<file path="config.mk">
export PLATFORM = sky130hd
export DESIGN_NAME = fetch4_stream
export DESIGN_NICKNAME = d
export VERILOG_FILES = /design/src/rtl/fetch4_pkg.sv /design/src/rtl/fetch4_plan.sv /design/src/rtl/fetch4_mask.sv /design/src/rtl/fetch4_flip.sv /design/src/rtl/fetch4_stream.sv
export SDC_FILE = /design/constraint.sdc
export NUM_CORES = 1
export LEC_CHECK = 0
export BUFFER_PORTS_ARGS = -buffer_cell sky130_fd_sc_hd__buf_2
export CORE_MARGIN = 2
export CORE_UTILIZATION = 50
export DETAILED_ROUTE_END_ITERATION = 8
export PLACE_DENSITY = 0.8
export SETUP_SLACK_MARGIN = 0.15
export SYNTH_ARGS = -nofsm -noshare
export SYNTH_HDL_FRONTEND = slang
export SYNTH_SLANG_ARGS = --single-unit
</file>
<file path="constraint.sdc">
create_clock -name clk -period 3.1 [get_ports clk]
set_input_delay 0.155 -clock clk [delete_from_list [all_inputs] [get_ports clk]]
set_output_delay 0.155 -clock clk [all_outputs]
set_load 0.05 [all_outputs]
</file>
<file path="src/rtl/fetch4_pkg.sv">
package fetch4_pkg;
    localparam int LANES    = 4;
    localparam int SAMPLE_W = 16;
    localparam int WORD_W   = LANES * SAMPLE_W;

    typedef enum logic [1:0] {
        ST_IDLE,
        ST_ISSUE,
        ST_LAND,
        ST_OFFER
    } fetch_state_e;
endpackage

</file>
<file path="src/rtl/fetch4_plan.sv">
// Request decode: first word, leading dead lanes, beat count, legality.
module fetch4_plan #(
    parameter int DEPTH = 64,
    parameter int AW    = 6,
    parameter int LEN_W = 7,
    parameter int NB_W  = 5,
    parameter int PW    = 8
) (
    input  logic [AW-1:0]    addr,
    input  logic [LEN_W-1:0] len,
    output logic [AW-3:0]    first_word,
    output logic [1:0]       lead,
    output logic [NB_W-1:0]  nbeats,
    output logic             ok
);
    logic [PW-1:0] total;

    always_comb begin
        first_word = addr[AW-1:2];
        lead       = ~addr[1:0];
        total      = PW'(lead) + PW'(len);
        nbeats     = NB_W'((total + PW'(3)) >> 2);
        ok         = (len != '0) && (len <= LEN_W'(DEPTH))
                     && ({1'b0, addr} < (AW+1)'(DEPTH));
    end
endmodule

</file>
<file path="src/rtl/fetch4_mask.sv">
// Per-lane valid flags for one beat.
module fetch4_mask #(
    parameter int LANES = 4,
    parameter int LEN_W = 7,
    parameter int NB_W  = 5,
    parameter int PW    = 8
) (
    input  logic [NB_W-1:0]  bidx,
    input  logic [1:0]       lead,
    input  logic [LEN_W-1:0] len,
    output logic [LANES-1:0] mask
);
    logic [PW-1:0] hi_edge;
    assign hi_edge = PW'(lead) + PW'(len);

    for (genvar k = 0; k < LANES; k++) begin : g_lane
        logic [PW-1:0] pos;
        assign pos     = (PW'(bidx) << 2) + PW'(k);
        assign mask[k] = (pos >= PW'(lead)) && (pos < hi_edge);
    end
endmodule

</file>
<file path="src/rtl/fetch4_flip.sv">
// Lane reversal: output lane k takes memory lane LANES-1-k.
module fetch4_flip #(
    parameter int LANES = 4,
    parameter int SW    = 16
) (
    input  logic [LANES*SW-1:0] word_in,
    output logic [LANES*SW-1:0] word_out
);
    for (genvar k = 0; k < LANES; k++) begin : g_flip
        assign word_out[k*SW +: SW] = word_in[(LANES-1-k)*SW +: SW];
    end
endmodule

</file>
<file path="src/rtl/fetch4_stream.sv">
module fetch4_stream
    import fetch4_pkg::*;
#(
    parameter int DEPTH = 64,
    localparam int AW    = $clog2(DEPTH),
    localparam int WAW   = AW - 2,
    localparam int NW    = DEPTH / 4,
    localparam int LEN_W = $clog2(DEPTH + 1),
    localparam int NB_W  = $clog2(DEPTH / 4 + 2),
    localparam int PW    = $clog2(DEPTH + 8) + 1
) (
    input  logic              clk,
    input  logic              rst_n,
    input  logic              req_valid,
    output logic              req_ready,
    input  logic [AW-1:0]     req_addr,
    input  logic [LEN_W-1:0]  req_len,
    output logic              mem_rd_en,
    output logic [WAW-1:0]    mem_rd_addr,
    input  logic [WORD_W-1:0] mem_rd_data,
    output logic              out_valid,
    input  logic              out_ready,
    output logic [WORD_W-1:0] out_data,
    output logic [LANES-1:0]  out_mask,
    output logic              out_last
);
    fetch_state_e state, state_nx;

    logic [WAW-1:0]    wptr;
    logic [1:0]        lead_q;
    logic [LEN_W-1:0]  len_q;
    logic [NB_W-1:0]   nb_q;
    logic [NB_W-1:0]   bidx;
    logic [WORD_W-1:0] data_q;
    logic [LANES-1:0]  mask_q;
    logic              last_q;

    logic [WAW-1:0]    plan_word;
    logic [1:0]        plan_lead;
    logic [NB_W-1:0]   plan_nb;
    logic              plan_ok;
    logic [LANES-1:0]  beat_mask;
    logic [WORD_W-1:0] flipped;
    logic [WAW-1:0]    wptr_dec;

    fetch4_plan #(.DEPTH(DEPTH), .AW(AW), .LEN_W(LEN_W), .NB_W(NB_W), .PW(PW)) u_plan (
        .addr(req_addr), .len(req_len), .first_word(plan_word),
        .lead(plan_lead), .nbeats(plan_nb), .ok(plan_ok)
    );

    fetch4_mask #(.LANES(LANES), .LEN_W(LEN_W), .NB_W(NB_W), .PW(PW)) u_mask (
        .bidx(bidx), .lead(lead_q), .len(len_q), .mask(beat_mask)
    );

    fetch4_flip #(.LANES(LANES), .SW(SAMPLE_W)) u_flip (
        .word_in(mem_rd_data), .word_out(flipped)
    );

    assign wptr_dec = (wptr == '0) ? WAW'(NW - 1) : wptr - 1'b1;

    // State register
    always_ff @(posedge clk or negedge rst_n) begin
        if (!rst_n) state <= ST_IDLE;
        else        state <= state_nx;
    end

    // Transitions
    always_comb begin
        state_nx = state;
        unique case (state)
            ST_IDLE:  if (req_valid && plan_ok) state_nx = ST_ISSUE;
            ST_ISSUE: state_nx = ST_LAND;
            ST_LAND:  state_nx = ST_OFFER;
            ST_OFFER: if (out_ready) state_nx = last_q ? ST_IDLE : ST_LAND;
        endcase
    end

    // Outputs
    always_comb begin
        req_ready   = (state == ST_IDLE);
        out_valid   = (state == ST_OFFER);
        mem_rd_en   = (state == ST_ISSUE)
                      || ((state == ST_OFFER) && out_ready && !last_q);
        mem_rd_addr = wptr;
        out_data    = data_q;
        out_mask    = mask_q;
        out_last    = last_q;
    end

    // Request context, word pointer and beat register
    always_ff @(posedge clk or negedge rst_n) begin
        if (!rst_n) begin
            wptr   <= '0;
            lead_q <= '0;
            len_q  <= '0;
            nb_q   <= '0;
            bidx   <= '0;
            data_q <= '0;
            mask_q <= '0;
            last_q <= 1'b0;
        end else begin
            if (state == ST_IDLE && req_valid && plan_ok) begin
                wptr   <= plan_word;
                lead_q <= plan_lead;
                len_q  <= req_len;
                nb_q   <= plan_nb;
                bidx   <= '0;
            end
            if (mem_rd_en) wptr <= wptr_dec;
            if (state == ST_LAND) begin
                data_q <= flipped;
                mask_q <= beat_mask;
                last_q <= (bidx == nb_q - 1'b1);
            end
            if (state == ST_OFFER && out_ready && !last_q) bidx <= bidx + 1'b1;
        end
    end

    // Checks
    logic [WAW-1:0] chk_prev;
    always_ff @(posedge clk or negedge rst_n) begin
        if (!rst_n)         chk_prev <= '0;
        else if (mem_rd_en) chk_prev <= mem_rd_addr;
    end

    assert_busy_R2: assert property (@(posedge clk) disable iff (!rst_n)
        out_valid |-> !req_ready);

    assert_word_step_R4: assert property (@(posedge clk) disable iff (!rst_n)
        (mem_rd_en && state == ST_OFFER) |->
        mem_rd_addr == ((chk_prev == '0) ? WAW'(NW - 1) : chk_prev - 1'b1));

    assert_some_lane_R7: assert property (@(posedge clk) disable iff (!rst_n)
        out_valid |-> out_mask != '0);

    assert_middle_full_R7: assert property (@(posedge clk) disable iff (!rst_n)
        (out_valid && bidx != '0 && !out_last) |-> out_mask == '1);

    assert_last_lane0_R7: assert property (@(posedge clk) disable iff (!rst_n)
        (out_valid && out_last && bidx != '0) |-> out_mask[0]);

    assert_hold_R9: assert property (@(posedge clk) disable iff (!rst_n)
        (out_valid && !out_ready) |=>
        (out_valid && $stable(out_data) && $stable(out_mask) && $stable(out_last)));

    assert_read_on_accept_R11: assert property (@(posedge clk) disable iff (!rst_n)
        mem_rd_en |-> (!out_valid || out_ready));
endmodule

</file>
## After elaboration in Yosys (flattened, before gate mapping)

Index checks and enable logic that the tools add are counted.

| storage, ports and cells | value |
|---|---|
| bits in registers | 94 |
| bits in latches | 0 |
| memory bits (writable) | 0 |
| memory bits (read-only) | 0 |
| bits of input ports | 81 |
| output and inout bits | 76 |
| word-level logic and storage cells | 61 |
| memories kept | 0 |

| operators by class | value |
|---|---|
| add/subtract/negate cells | 9 |
| multipliers | 0 |
| div/mod/pow operators | 0 |
| $lt $le $gt $ge | 9 |
| eq/ne operators | 6 |
| shifts and indexed selects | 0 |
| multiplexer cells | 9 |
| bitwise logic cells | 1 |
| reductions and logical operators | 18 |

Operator list:

| cell | count |
|---|---|
| greater-or-equal comparator 8 x 2 -> 1 bit | 3 |
| less-than comparator 8 bit | 3 |
| adder 7 x 2 -> 8 bit (second input constant) | 2 |
| two-way mux 4 bit | 3 |
| logical AND 1 bit | 10 |
| two-way mux 5 bit | 2 |
| adder 2 x 7 -> 8 bit | 1 |
| adder 7 x 1 -> 8 bit (second input constant) | 1 |
| less-than comparator 7 x 8 -> 1 bit | 1 |
| case mux 2 bit (4 select lines) | 1 |
| adder 2 x 7 -> 7 bit | 1 |
| adder 7 x 2 -> 7 bit (second input constant) | 1 |
| greater-or-equal comparator 7 x 2 -> 1 bit | 1 |
| <= comparator 7 bit (second input constant) | 1 |
| nonzero test 7 bit | 1 |
| two-way mux 2 bit | 3 |
| adder 5 x 1 -> 5 bit (second input constant) | 1 |
| equality test 5 bit | 1 |
| subtractor 5 x 1 -> 5 bit (second input constant) | 1 |
| equality test 2 bit (second input constant) | 2 |
| logical NOT 4 bit | 1 |
| != test 2 x 1 -> 1 bit (second input constant) | 2 |
| nonzero test 2 bit | 2 |
| subtractor 4 x 1 -> 4 bit (second input constant) | 1 |
| other kinds (6) | 6 |

## Depth between registers and ports, before layout

Gate-level depths: netlist (run 1).

| depth | value |
|---|---|
| word-level depth | 5 |
| depth in mapped cells | 10 |
| mapped depth without buffers | 10 |

## Hierarchy

A second synthesis (run 1) with hierarchy kept.

| unflattened totals | value |
|---|---|
| cells, all modules | 409 |
| area, all modules | 4932.2 sq um |

By module, submodules not included:

| module | times used | cells an instance | area each (sq um) | seq. area each (sq um) |
|---|---|---|---|---|
| fetch4_stream | 1 | 260 | 3838.7 | 2352.3 |
| fetch4_flip | 1 | 64 | 480.5 | 0.0 |
| fetch4_mask | 1 | 49 | 375.4 | 0.0 |
| fetch4_plan | 1 | 36 | 237.7 | 0.0 |

## Worst setup path before layout (run 1)

Ideal clock, no wire load.

| path | value |
|---|---|
| path type | flip-flop to flip-flop |
| from | reg last_q (netlist: out_last) |
| to | reg wptr[0] (netlist: mem_rd_addr[0]) |
| setup time | 0.068 ns |
| data arrival time | 2.267 ns |
| required time | 3.032 ns |
| setup slack | 0.765 ns |
| stages on the path, launching flop included | 5 |
| buffers on the path | 0 |
| period minus slack after synthesis | 2.335 ns |
| cell sequence | dfrtp_1 > nand2b_1 > a21oi_1 > or3_4 > o221a_1 |

| on the way | value |
|---|---|
| longest elaborated chain between the ends | 4 |
| elaborated cells between the ends (all ways) | 5 |
| classes of those cells | 1 x mux; 4 x reduce/logical |

Ends and longest elaborated chain:

| what | RTL line | text |
|---|---|---|
| from (decl) | fetch4_stream.sv:36 | `logic last_q;` |
| from (signal assigned) | fetch4_stream.sv:113 | `last_q <= (bidx == nb_q - 1'b1);` |
| logical NOT 1 bit * | fetch4_stream.sv:83 | `\|\| ((state == ST_OFFER) && out_ready && !last_q);` |
| logical AND 1 bit * | fetch4_stream.sv:83 |  |
| logical OR 1 bit * | fetch4_stream.sv:83 |  |
| named net mem_rd_en | fetch4_stream.sv:18 | `output logic mem_rd_en,` |
| two-way mux 4 bit / nonzero test 2 bit (equally long branches) | n/a |  |
| to (signal assigned) | fetch4_stream.sv:103 | `wptr <= plan_word;` |
| to (signal assigned) | fetch4_stream.sv:109 | `if (mem_rd_en) wptr <= wptr_dec;` |
| to (decl) | fetch4_stream.sv:29 | `logic [WAW-1:0] wptr;` |

Mark *: on every way through the listed nets, which the timed path passes. The rest lies on a longest branch.
A chain may end at the register's enable or synchronous reset.

## Final worst setup path (run 1)

| path | value |
|---|---|
| from | reg lead_q[0] |
| to | reg mask_q[3] (netlist: out_mask[3]) |

| on the way | value |
|---|---|
| longest elaborated chain between the ends | 3 |
| elaborated cells between the ends (all ways) | 4 |
| classes of those cells | 1 x add/sub; 2 x order compare; 1 x reduce/logical |

Ends and longest elaborated chain:

| what | RTL line | text |
|---|---|---|
| from (decl) | fetch4_stream.sv:30 | `logic [1:0] lead_q;` |
| from (signal assigned) | fetch4_stream.sv:104 | `lead_q <= plan_lead;` |
| adder 2 x 7 -> 8 bit | fetch4_mask.sv:14 | `assign hi_edge = PW'(lead) + PW'(len);` |
| less-than comparator 8 bit | fetch4_mask.sv:19 | `assign mask[k] = (pos >= PW'(lead)) && (pos < hi_edge);` |
| logical AND 1 bit * | fetch4_mask.sv:19 |  |
| to (signal assigned) | fetch4_stream.sv:112 | `mask_q <= beat_mask;` |
| to (decl) | fetch4_stream.sv:35 | `logic [LANES-1:0] mask_q;` |

Mark *: on every way between the ends. The rest lies on a longest branch, timed or not.

==> results of run 1 <==
-- sequential cells by signal, summed over array words and instances (netlist names) --
| register | count |
|---|---|
| bidx | 5 |
| lead_q | 2 |
| len_q | 7 |
| mem_rd_addr | 4 |
| nb_q | 5 |
| out_data | 64 |
| out_last | 1 |
| out_mask | 4 |
| state | 2 |
-- worst max path at each step --
stage,to,slack (ns),startpoint
after floorplan,mem_rd_addr[0],0.76,out_last
after global placement,out_mask[2],0.85,lead_q[0]
after detailed placement,out_mask[3],0.72,lead_q[0]
after CTS,out_mask[3],0.71,lead_q[0]
after global routing,out_mask[1],0.44,lead_q[0]
final,out_mask[3],0.69,lead_q[0]
-- cell families after synthesis --
| family | synth area share [%] |
|---|---|
| AO/OA/AOI/OAI | 8.99 |
| XOR/XNOR | 2.57 |
| adder cells (fa/ha/maj) | 5.14 |
| buffers and inverters | 3.22 |
| flip-flops | 53.1 |
| multiplexers | 0.989 |
| AND/OR/NAND/NOR | 25.9 |
-- metrics by stage --
step	power [mW]	area [um2]	utilization, %	instances	setup WS (ns)
global route	7.40	6110	70.7	819	0.436
floorplan	5.07	4430	-	492	0.765
CTS	6.92	6110	70.7	819	0.714
finish	6.98	6110	70.7	819	0.694
detailed placement	6.07	5330	61.7	744	0.717
global placement	5.91	5330	61.7	744	0.848
-- timing repair --
| item | in CTS | in global routing |
|---|---|---|
| endpoints found under the hold margin | 118 | 0 |
| hold buffers | 59 | 0 |
| setup buffers | 0 | 0 |
-- layout by cell type (no fill, tap or decap), types with 3 or more instances in the layout --
master,Yosys,final
dfrtp_1,94,94
mux2_2,3,3
o31ai_1,6,6
dlygate4sd3_1,0,59
xnor2_1,6,6
a21oi_1,13,13
inv_1,20,20
nor2_1,12,12
nand4_1,7,7
buf_4,1,6
nand2_1,206,205
a21o_1,3,3
o21ai_0,17,17
nor3_1,6,6
and2_1,3,3
nand2b_1,6,6
buf_2,0,155
clkbuf_8,0,9
nor4_1,5,5
inv_6,0,3
o221a_1,3,3
nand3_1,9,9
xor2_1,7,7
ha_1,15,15
-- metal layers --
| metal | up-vias | wire length [um] | GRT usage (%) |
|---|---|---|---|
| met5 | - | 0 | 0 |
| met4 | 0 | 320 | 10.6 |
| met3 | 28 | 964 | 4.94 |
| met2 | 220 | 6650 | 47.4 |
| met1 | 2172 | 5390 | 36.0 |
| li1 | 2052 | - | - |
-- worst reg2reg max path: stages (launching register included) --
cell	delay, ns
dfrtp_1	0.41
ha_1	0.21
inv_1	0.06
fa_1	0.42
nor2_1	0.15
xnor2_1	0.13
ha_1	0.17
a21o_1	0.12
a21oi_1	0.06
o21ai_0	0.39
o21ai_0	0.16
-- power groups by stage --
stage,Clock (mW),Sequential [mW],Combinational (mW)
2_1_floorplan,0,3.77,1.30
3_3_place_gp,0,2.21,3.70
3_5_place_dp,0,2.25,3.82
4_1_cts,0.797,2.23,3.90
5_1_grt,0.841,2.32,4.24
6_report,0.777,2.25,3.95
-- layout make-up --
type	instances	area (um2)	share of cell area, %
Sequential cell	94	2350	38.5
Multi-Input combinational cell	361	1940	31.8
Timing Repair Buffer	220	1410	23.1
Tap cell	108	135	2.21
Clock buffer	9	124	2.03
Inverter	20	75.1	1.23
Clock inverter	7	66.3	1.09
==> summary.txt, run 1 <==
Synthesis
  • Synthesized netlist cell count: 492
  • Most common library cells after synthesis: 206 x nand2_1, 94 x dfrtp_1, 20 x inv_1
  • Syn avg cell area: 9.00 um2
  • Distinct cell type count after synthesis: 50
  • Count leader, synth: nand2_1
  • Post-synth ARST share: 100%
  • Sequential-to-total area share from yosys stat: 53.1%
  • Cell taking the most area after synthesis: dfrtp_1
  • Synth top area cells: dfrtp_1 53%, nand2_1 17%, ha_1 4.2%, o21ai_0 1.9%, inv_1 1.7%
  • Mapped Nets: just under 600
  • Ys flop type: dfrtp_1
  • Post-Syn Area: 4430 um2
  • Register bit total from synthesis: 94
  • Synthesis Warnings: 0
  • Share of the synthesized area in the top cell type: between 50% and 60%
  • Post-synth EDFFs: 0

Clocking
  • Clock sink count: 94
  • Clock insertion delay at the later pin of the skew report: 0.37 ns
  • Clock Pin Slew Worst Setup and Hold Paths: 0.10 ns
  • Clock Tree Buf Depth: 2
  • TritonCTS buffer count: 9
  • H-tree depth: 3
  • Resized cells post-CTS: 0
  • CTS tree: done
  • CTS root buffer: clkbuf_8

Placed design
  • Input/output buffers: 156
  • GPL Wtd Cong: 0.894
  • DP HPWL: 8460 um

Worst setup path
  • Endpoint type of the worst setup path: flip-flop
  • Reg-to-reg endpoint: out_mask[3]
  • Reg2Reg Setup Slack: 0.69 ns
  • Worst Path Buf+Inv: 1
  • R2r startpoint: lead_q[0]
  • Critical path peak fanout: 4
  • Slowest cell on crit path: fa_1
  • Worst reg2reg path depth: 10
  • CP required: between 3 and 4 ns
  • Critical path arrival: about 2.6 ns
  • Worst path max stage delay: around 0.42 ns
  • CP Class: flip-flop to flip-flop
  • CP Launch Type: flip-flop
  • Worst path cell trace: ha_1, inv_1, fa_1, nor2_1, xnor2_1, ha_1, a21o_1, a21oi_1, o21ai_0, o21ai_0
  • Worst path depth: 10
  • Crit-path leading delay family: adder cells

Global route
  • Pin count of the biggest net entering global routing: 63
  • Total track usage: 27.9%
  • Vias in the first global route: 4,444
  • First-pass GRT wire length: 21,800 um
  • Initial antenna violation count: 0
  • GR Overflow Total: 0

Power and ir drop
  • Sw Pwr: around 3.8 mW
  • Clock power share: between 10 and 15%
  • Flop pwr share: about a third
  • Pleak: 3.28 nW
  • Int Pwr: around 3.1 mW
  • Gate power share: around 57%
  • Pwr dens: 1140 nW/um2
  • Worst VDD drop: 0.000601 V
  • Sw Ratio: 54.9%

Final layout
  • P&R area growth vs syn: 37.9%
  • Fill count: between 500 and 600
  • NumNets Final: 804
  • ANT cells: 0
  • Share of post-route cells with drive strength above 1: 26.6%

Worst hold path
  • Hold-critical path endpoint: out_data[57]
  • Hold Crit Class: input port to flip-flop
  • Hold_sp: mem_rd_data[9]
  • Worst Hold Path Cells: 3

Timing
  • Number of endpoints failing setup at the final stage: 0
  • WHS: between 0.01 and 0.015 ns
  • Slew @ Worst Pin: 0.759 ns
  • Max-slew violations: 0
  • RSZ-0062 raised after global routing: no
  • Clock skew after layout: 0.0125 ns
  • Fin Setup TNS: 0 ns
  • Fin crit period: 2.41 ns
  • Final Cycle Share: 77.6%
  • FMAX: 0.416 GHz
  • Fin. Hold Viols: 0
  • Slew HR: 49.4%

Route
  • Routed WL per cell: ~16 um
  • Initial DRC Count: 219
  • DRT Pass-1 Iters: 6
  • Residual DRC: 0
  • Vias per Instance: roughly 5.5
  • Routed WL: 13,300 um
  • Via count: around 4,500
  • Antenna viol nets, final: 0

Floorplan
  • Die Area: 9620 um2
  • Die W: approximately 98 um
  • IO Count: 157
  • Core area: 8640 um2
  • Number of core rows: 34
  • Starting Density: 51.3%
  • Die H: 98.1 um

Run
  • Max_cap viols: 0

Status
  • Run status: complete, no violations
No activity file was read; power rests on OpenSTA's default activity.
==> run 2: changes to the inputs <==
- CORE_UTILIZATION: 50 -> 45
- PLACE_DENSITY: 0.8 -> 0.76
- clock period: 3.1 -> 2.05 ns (I/O delays scaled with it)
==> summary.txt, run 2 (synthesis gave the netlist of run 1 again) <==
Timing
  • Fin. Hold Viols: 0
  • Clock skew after layout: 0.0118 ns
  • Fin Setup TNS: -0.417 ns
  • Number of endpoints failing setup at the final stage: 4
  • Slew HR: 70.8%
  • RSZ-0062 raised after global routing: yes
  • Slew @ Worst Pin: 0.434 ns
  • FMAX: 0.456 GHz
  • Setup slack after layout: -0.144 ns
  • Fin crit period: about 2.2 ns
  • Final Cycle Share: 107%
  • WHS: between 0.02 and 0.03 ns
  • Max-slew violations: 0

Power and ir drop
  • Int Pwr: 5.13 mW
  • Worst VDD drop: 0.000774 V
  • Pleak: ~3.4 nW
  • Flop pwr share: 31.1%
  • Sw Ratio: a little over half
  • Pwr dens: roughly 1700 nW/um2
  • Total power: 10.9 mW
  • Clock power share: 12.5%
  • Sw Pwr: 5.77 mW
  • Gate power share: 56.5%

Global route
  • Vias in the first global route: approximately 4,300
  • First-pass GRT wire length: 20,100 um
  • Initial antenna violation count: 1
  • Pin count of the biggest net entering global routing: 51
  • Total track usage: approximately a quarter
  • GR Overflow Total: 0

Worst setup path
  • CP Launch Type: flip-flop
  • CP Class: flip-flop to flip-flop
  • Endpoint type of the worst setup path: flip-flop
  • CP required: 2.32 ns
  • Critical path peak fanout: 3
  • Critical path arrival: 2.47 ns

Final layout
  • Area of the multi-input gates: 2010 um2
  • Share of post-route cells with drive strength above 1: 29.3%
  • Fill count: 711
  • Most common cell after layout, fill and taps aside: nand2_1
  • Max reg flops: 64
  • NumNets Final: 827
  • Most frequent cells in the layout: 205 x nand2_1, 155 x buf_2, 94 x dfrtp_1
  • Final instance area: roughly 6400 um2
  • FF+latch area: 2350 um2
  • P&R area growth vs syn: 45.6%

Route
  • Via count: 4,371
  • Routed WL: 13,300 um
  • Initial DRC Count: 201
  • Residual DRC: 0
  • Vias per Instance: approximately 5.0
  • Antenna viol nets, final: 0
  • Routed WL per cell: 15.3 um
  • DRT Pass-1 Iters: 4

Clocking
  • Clock Pin Slew Worst Setup and Hold Paths: approximately 0.090 ns
  • Clock insertion delay at the later pin of the skew report: 0.37 ns
  • Clock sink count: 94
  • CTS tree: done
  • TritonCTS buffer count: 9
  • CTS root buffer: clkbuf_8
  • Clock Tree Buf Depth: 2
  • H-tree depth: 3

Run
  • Max_cap viols: 0

Floorplan
  • IO Count: about 160
  • Core area: 9640 um2
  • Starting Density: 45.9%
  • Number of core rows: 36
  • Die H: 103 um
  • Die W: 103 um
  • Die Area: approximately 11,000 um2

Placed design
  • DP Area: ~5500 um2
  • GPL Wtd Cong: 0.969
  • DP HPWL: 8320 um
  • Input/output buffers: 156

Status
  • Run status: finished, violations left
  • Failing checks: setup timing

Worst hold path
  • Hold Crit Class: input port to flip-flop
run 2: worst paths after layout:
kind                             endpoint  slack (ns)  cells past startpoint    startpoint
min reg2reg                  out_data[55]        0.48                      2  out_data[55]
max                           out_mask[1]       -0.14                      9     lead_q[0]
min                        mem_rd_addr[0]        0.03                      2   req_addr[2]
min in group asynchronous  mem_rd_addr[1]        0.15                      2         rst_n
max reg2reg                   out_mask[1]       -0.14                      9     lead_q[0]
max in group asynchronous    out_data[48]        1.25                      3         rst_n
run 2: power by group through the flow:
stage / sequential (mW) / combinational [mW] / clock [mW]
after global routing: 3.50 / 6.63 / 1.47
final: 3.39 / 6.16 / 1.36
after detailed placement: 3.37 / 5.93 / 0
after global placement: 3.33 / 5.78 / 0
after floorplan: 5.70 / 2.06 / 0
after CTS: 3.33 / 6.05 / 1.40
run 2: layer usage:
layer	vias to the layer above	routed length, um	GRT usage, %
met4	0	289	11.5
met3	28	796	4.44
met1	2088	5600	30.7
met5	-	0	0
met2	160	6620	41.1
li1	2095	-	-
run 2: worst max-delay path, stage by stage, from the launching register on:
cell	delay, ns
dfrtp_1	0.36
ha_2	0.20
inv_2	0.05
fa_2	0.41
xnor2_2	0.16
ha_1	0.32
a21o_1	0.19
a21oi_1	0.14
nor2_1	0.06
o31ai_1	0.22
run 2: what timing repair did:
item	CTS	global route
endpoints found under the hold margin	135	0
buffers inserted	1	0
pin swaps	1	7
setup endpoints to repair	4	4
hold buffers	68	0
resized for setup	0	3
run 2: final cells by class:
class / count / share of cell area, %
Multi-Input combinational cell: 361 / 31.2
Timing Repair Buffer: 243 / 25.2
Tap cell: 133 / 2.58
Clock inverter: 7 / 1.47
Sequential cell: 94 / 36.5
Antenna cell: 1 / 0.0388
Clock buffer: 9 / 1.92
Inverter: 20 / 1.16
run 2: per-stage QoR:
step / instances / setup slack (ns) / util [%]
after floorplan: 492 / 0.000356 / -
after global placement: 782 / -0.0409 / 57.2
after detailed placement: 782 / -0.111 / 57.2
after CTS: 867 / -0.118 / 66.6
after global routing: 868 / -0.237 / 66.9
final: 868 / -0.144 / 66.9
